===== config.mk =====
export PLATFORM = sky130hd
export DESIGN_NAME = lbp_delay_queue
export DESIGN_NICKNAME = d
export VERILOG_FILES = /design/src/rtl/lbp_delay_queue.sv
export SDC_FILE = /design/constraint.sdc
export NUM_CORES = 1
export LEC_CHECK = 0
export BUFFER_PORTS_ARGS = -buffer_cell sky130_fd_sc_hd__buf_2
export CORE_ASPECT_RATIO = 0.9
export CORE_MARGIN = 1.5
export CORE_UTILIZATION = 42
export CTS_CLUSTER_DIAMETER = 100
export DETAILED_ROUTE_END_ITERATION = 6
export SYNTH_ARGS = -nofsm -noshare
export SYNTH_HDL_FRONTEND = slang
export SYNTH_SLANG_ARGS = --single-unit

===== constraint.sdc =====
create_clock -name clk -period 1.9 [get_ports clk]
set_input_delay 0.095 -clock clk [delete_from_list [all_inputs] [get_ports clk]]
set_output_delay 0.095 -clock clk [all_outputs]
set_load 0.02 [all_outputs]

===== src/rtl/lbp_delay_queue.sv =====
// In-order queue whose head is released once its own countdown expires.
module lbp_delay_queue #(
  parameter int W     = 8,
  parameter int DEPTH = 4,
  parameter int LAT_W = 8
) (
  input  logic                          clk,
  input  logic                          rst_n,
  input  logic                          push,
  input  logic [W-1:0]                  push_data,
  input  logic [LAT_W-1:0]              push_lat,
  input  logic                          pop,
  output logic                          head_due,
  output logic [W-1:0]                  head_data,
  output logic [$clog2(DEPTH+1)-1:0]    occupancy
);
  localparam int PTR_W = (DEPTH > 1) ? $clog2(DEPTH) : 1;
  localparam int CNT_W = $clog2(DEPTH+1);

  logic [W-1:0]     data_q [DEPTH];
  logic [LAT_W-1:0] wait_q [DEPTH];
  logic [LAT_W-1:0] wait_d [DEPTH];
  logic [PTR_W-1:0] wr_ptr_q, wr_ptr_d, rd_ptr_q, rd_ptr_d;
  logic [CNT_W-1:0] occ_q, occ_d;

  function automatic logic [PTR_W-1:0] bump(input logic [PTR_W-1:0] p);
    return (p == PTR_W'(DEPTH-1)) ? '0 : p + 1'b1;
  endfunction

  for (genvar i = 0; i < DEPTH; i++) begin : g_slot
    logic load;
    assign load = push && (wr_ptr_q == PTR_W'(i));

    always_comb begin
      if (load)                 wait_d[i] = push_lat;
      else if (wait_q[i] != '0) wait_d[i] = wait_q[i] - 1'b1;
      else                      wait_d[i] = '0;
    end

    always_ff @(posedge clk or negedge rst_n) begin
      if (!rst_n) wait_q[i] <= '0;
      else        wait_q[i] <= wait_d[i];
    end

    always_ff @(posedge clk) begin
      if (load) data_q[i] <= push_data;
    end
  end

  always_comb begin
    wr_ptr_d = push ? bump(wr_ptr_q) : wr_ptr_q;
    rd_ptr_d = pop  ? bump(rd_ptr_q) : rd_ptr_q;
    occ_d    = occ_q + CNT_W'(push) - CNT_W'(pop);
  end

  always_ff @(posedge clk or negedge rst_n) begin
    if (!rst_n) begin
      wr_ptr_q <= '0;
      rd_ptr_q <= '0;
      occ_q    <= '0;
    end else begin
      wr_ptr_q <= wr_ptr_d;
      rd_ptr_q <= rd_ptr_d;
      occ_q    <= occ_d;
    end
  end

  assign head_due  = (occ_q != '0) && (wait_q[rd_ptr_q] == '0);
  assign head_data = data_q[rd_ptr_q];
  assign occupancy = occ_q;
endmodule


# [After elaboration in Yosys (flattened, before gate mapping)]
# Memories as Yosys holds them, arrays and structs flattened.
# Index checks and enable logic that the tools add are counted.
[word_totals] register_bits=39 mem_bits_rw=32 in_bits=20 out_inout_bits=12 word_cells=67 mem_count=1
[memory_table] name="data_q" depth=4 width=8 read_ports=1 rd_clocked_by_memory_dff=0 write_ports=1 line="20" text="logic [W-1:0] data_q [DEPTH];"
[classes] addsub=8 order_cmp=1 n_eq_ne=4 muxes=30 bitwise_logic=1 n_reduce_logical=15
[ops] cell="2-to-1 mux 8 bit" count=13
[ops] cell="nonzero test 8 bit" count=4
[ops] cell="subtractor 8 x 1 -> 8 bit, second input constant" count=4
[ops] cell="OR reduction 8 bit" count=3
[ops] cell="binary-select mux 8 bit (select 2 bit)" count=1
[ops] cell="2-to-1 mux 1 bit" count=11
[ops] cell="2-to-1 mux 2 bit" count=5
[ops] cell="zero test 8 bit" count=1
[ops] cell="== test 2 bit, second input constant" count=3
[ops] cell="logical AND 1 bit" count=5
[ops] cell="adder 2 x 1 -> 2 bit, second input constant" count=2
[ops] cell="adder 3 x 1 -> 3 bit" count=1
[ops] cell="greater-or-equal comparator 3 bit, second input constant" count=1
[ops] cell="NOT 2 -> 3 bit" count=1
[ops] cell="nonzero test 3 bit" count=1
[ops] cell="subtractor 3 x 1 -> 3 bit" count=1
[ops] cell="== test 2 x 1 -> 1 bit, second input constant" count=1
[ops] cell="zero test 2 bit" count=1

# [Longest topological paths before layout]
[logic_depth] ltp_word=8 ltp_mapped=7 ltp_nobuf=7

# [Worst setup path after synthesis]
# No wires, ideal clock.
[synth_path] path_type="register to register" from="reg occ_q[0], in the netlist occupancy[0]" to="reg occ_q[2], in the netlist occupancy[2]" setup_ps=80 arrival_ps=1655 required_time_ps=1820 setup_slack_ps=165 stages_incl_launch_ff=8 path_buffers=0 period_less_slack_ps=1735 cell_sequence="dfrtp_1 inv_1 ha_1 inv_1 ha_1 fa_1 xnor2_1 xnor2_1"
[synth_via] elab_chain_cells=2
[synth_lines] element="start, declared" line="24" text="logic [CNT_W-1:0] occ_q, occ_d;"
[synth_lines] element="start signal, assigned" line="60" text="occ_q <= '0;"
[synth_lines] element="start signal, assigned" line="64" text="occ_q <= occ_d;"
[synth_lines] element="adder 3 x 1 -> 3 bit" line="53" text="occ_d = occ_q + CNT_W'(push) - CNT_W'(pop);"
[synth_lines] element="subtractor 3 x 1 -> 3 bit" line="53"
[synth_lines] element="named net occ_d[2]" line="24"
# The timed path passes the listed nets, and every way through them passes these cells.
# A chain may end at the register's enable or synchronous reset.

# [Final worst setup path]
[layout_path] from="reg wait_q[28] (netlist name)" to="out head_due"
[layout_via] elab_chain_cells=5
[layout_lines] element="start, declared" line="21" text="logic [LAT_W-1:0] wait_q [DEPTH];"
[layout_lines] element="start signal, assigned by index" line="42" text="else wait_q[i] <= wait_d[i];"
[layout_lines] element="binary-select mux 8 bit (select 2 bit)" line="68" text="assign head_due = (occ_q != '0) && (wait_q[rd_ptr_q] == '0);"
[layout_lines] element="2-to-1 mux 8 bit (implied by the code) (2 in a row)" line="68"
[layout_lines] element="zero test 8 bit" line="68"
[layout_lines] element="logical AND 1 bit" line="68"
[layout_lines] element="end, declared" line="13" text="output logic head_due,"
# No other way between the ends. The select of a mux whose other input is x is not followed.

==> summary.md <==
| Metric | Value |
|---|---|
| IO Count | 32 |
| Number of antenna diodes | 0 |
| Remaining Overflow, GRT | 0 |
| Synth warn | 0 |
| Leakage Power | between 1.5 and 2 nW |
| Number of routed nets with antenna violations | 0 |
| Chip height | around 87 um |
| Number of register bits inferred by synthesis | slightly above 70 |
| Die Area | between 8000 and 9000 sq um |
| Number of placed instances, taps included | 398 |
| DRT iter0 DRCs | 125 |
| Top achievable clock speed | 501.5 MHz |
| Initial cell density of the core | between 40% and 50% |
| Count of final setup violators | 1 |
| Clk root buf | sky130_fd_sc_hd__clkbuf_8 |
| Area growth syn-to-layout | 22.34% |
| Period utilization | 104.9% |
| Largest clock skew in the final design | ~0.0085 ns |
| Total power divided by cell area | roughly 1600 nW/um^2 |
| Number of enable flip-flop cells after synthesis | 32 |
| Status | complete, but fails checks |
| Transition time at the pin with the least slew margin | 0.5709 ns |
| Vias | around 2100 |
| Final layout net count | about 360 |
| Vias in the first global route | between 2000 and 2500 |
| Final critical path time including I/O delays and setup | approximately 2.0 ns |
| Post-route worst setup slack | -0.09388 ns |
| Routability-driven placement congestion ratio | just over 0.8 |
| Most numerous cell in the Yosys netlist | sky130_fd_sc_hd__dfrtp_1 |
| Slowest Stage Delay on Critical Path | 0.56 ns |
| Clock tree from TritonCTS | yes |
| Data required time at the worst endpoint | 1.80 ns |
| Kind of start point of the critical path | flip-flop |
| Gate count after technology mapping | roughly 270 |
| Max stage delay cell, worst path | sky130_fd_sc_hd__or4_4 |
| Number of antenna violations at the first check in global routing | 0 |
| Crit-path max FO | 2 |
| Top cells by area, synth | sky130_fd_sc_hd__dfrtp_1, sky130_fd_sc_hd__edfxtp_1, sky130_fd_sc_hd__ha_1 |
| Critical path buffer and inverter count | 1 |
| Type of the most critical hold path | in -> reg |
| Post-synthesis net count | just over 300 |
| Pin count of the biggest net entering global routing | 21 |
| Area after detailed placement | between 3000 and 4000 sq um |
| CTS H-Tree Depth | 3 |
| Setup Crit Path Kind | reg -> out |
| First-pass GRT wire length | approximately 11000 um |
| DP Wirelength | around 4700 um |
| Max VDD drop | between 0.0007 and 0.0008 V |
| Setup crit end kind | output port |
| List of most frequent post-synthesis cells | sky130_fd_sc_hd__dfrtp_1, sky130_fd_sc_hd__nand2_1, sky130_fd_sc_hd__edfxtp_1 |
| Number of vias per cell after detailed routing | between 4 and 5 |
| Final max-slew violation count | 0 |
| Clock latency on the worst-skew pair | 0.35 ns |
| Number of distinct standard cells referenced by the synthesized netlist | 42 |
| Final Util | 53.42% |
| Maximum count of clock buffers along a single path | 2 |
| Kind of cell adding the most delay to the critical path | simple AND/OR/NAND/NOR gates |
| Clock Sinks | 71 |
| RSZ-0062 raised after global routing | true |
| Wire length after detailed routing | ~6800 um |
| Area of the core region | roughly 7600 sq um |
| Rel. slew slack | roughly three fifths |
| Die Wd | 96.59 um |
| Number of buffers inserted during clock tree synthesis | 9 |
| Final routed DRC violation total | 0 |
| Post-CTS clock slew at the launch and capture registers of the worst setup and hold paths | ~0.08 ns |
| Ys async rst share | a little over half |
| IO buf count | 31 |
| Fraction of layout cells with a size suffix above 1 | 25.53% |
| Cell area after layout | about 4100 sq um |
| Non-Filler Instances | ~430 |
| Violations in the final reports | negative setup slack |
| Combined area of all synthesized cells | approximately 3300 sq um |
| Primary FF master, synth | sky130_fd_sc_hd__dfrtp_1 |
| Routed wirelength normalized by instance count | ~16 um |
| Top-area cell type share of the netlist area | 29.48% |
| Final hold viol count | 0 |
| Post-synthesis sequential area ratio | 58.50% |
| Setup TNS | -0.09388 ns |
| Core Rows | 30 |
| Cell accounting for the most synthesized area | sky130_fd_sc_hd__dfrtp_1 |
| Post-Syn Area per Cell | about 12 sq um |
| Worst path cell trace | or4_4, nor3_4, a32o_1, o32a_1, buf_6 |
| Total routing usage reported by global routing | between 10% and 20% |
| Pre-Repair DR Iteration Count | 4 |
| CP arrival | about 1.9 ns |
| Number of max-cap violations | 0 |
==> per-layer routing <==
layer | up-vias | part of all wire, % | global-route usage (%)
met5 | - | 0 | 0
met4 | 0 | 0.88 | 3.953
met3 | 7 | 3.6 | 5.846
met2 | 26 | 48 | 28.10
met1 | 1045 | 48 | 25.26
li1 | 1066 | - | -
==> placed cells by master, fill, tap and decap left out, drive strengths merged, types with 8 or more instances in the layout <==
master and count:
buf 48, dfrtp 39, nand2 38, o21ai 33, edfxtp 32, inv 18
ha 15, xnor2 14, nor2 13, xor2 9, clkbuf 9, dlygate4sd3 9
mux4 8, nor3 8
==> logic make-up (layout without fill, tap and decap cells) <==
group | Yosys count | in the layout | share of synthesized area, %
mux | 12 | 12 | 6.727
compound gates | 43 | 43 | 7.521
buf+inv | 22 | 88 | 2.569
simple gates | 80 | 80 | 12.32
flops | 71 | 71 | 58.50
xor+xnor | 23 | 23 | 6.085
fa+ha+maj | 16 | 16 | 6.274
==> final cells by class <==
class,instances,area [sq um]
Sequential cell,71,1938
Fill cell,666,3532
Multi-Input combinational cell,174,1318
Tap cell,96,120.1
Clock buffer,9,123.9
Clock inverter,7,102.6
Inverter,15,56.30
Timing Repair Buffer,57,391.6
==> through the flow <==
stage                     setup WS [ns]  total power [mW]  hold slack [ns]
after detailed placement        0.09809             5.037          0.09768
final                          -0.09388             6.512          0.03542
after floorplan                  0.1649             4.338          -0.2006
after global routing            -0.1766             7.008          0.03149
after global placement           0.1048             4.986          0.09626
after CTS                       -0.1014             6.558          0.01465
==> flip-flops by register name, summed over array words and instances, names as in the netlist <==
register	cells
data_q	32
occupancy	3
rd_ptr_q	2
wait_q	32
wr_ptr_q	2
==> worst paths after layout <==
path,start,end,slack (ns),depth (start not counted)
worst min-delay path,push_lat[5],wait_q[13]$_DFF_PN0_,0.04,3
max in group asynchronous,rst_n,wait_q[11]$_DFF_PN0_,1.18,3
min in group asynchronous,rst_n,wait_q[6]$_DFF_PN0_,0.24,2
worst max-delay path,wait_q[28]$_DFF_PN0_,head_due,-0.09,5
worst min register to register,wait_q[0]$_DFF_PN0_,wait_q[0]$_DFF_PN0_,0.52,1
worst max register to register,occupancy[0]$_DFF_PN0_,occupancy[2]$_DFF_PN0_,0.23,7
==> tightest hold or removal path: stages <==
cell and delay [ns]:
sky130_fd_sc_hd__buf_2 0.14, sky130_fd_sc_hd__nand2_1 0.06, sky130_fd_sc_hd__o21ai_0 0.06
==> report_power, final <==
group	total, mW	switching (mW)	internal (mW)
Sequential	2.70	0.526	2.17
Clock	1.36	0.602	0.755
Combinational	2.45	1.28	1.17
Total	6.51	2.41	4.10
==> repair_timing <==
item,in CTS,in global routing
hold buffers,9,0
cloned,0,0
hold endpoints to repair,51,0
setup buffers,5,1
endpoints found under the setup margin,1,1
gates resized for setup,6,1
pin swaps,4,1
No activity file was read; power rests on OpenSTA's default activity.
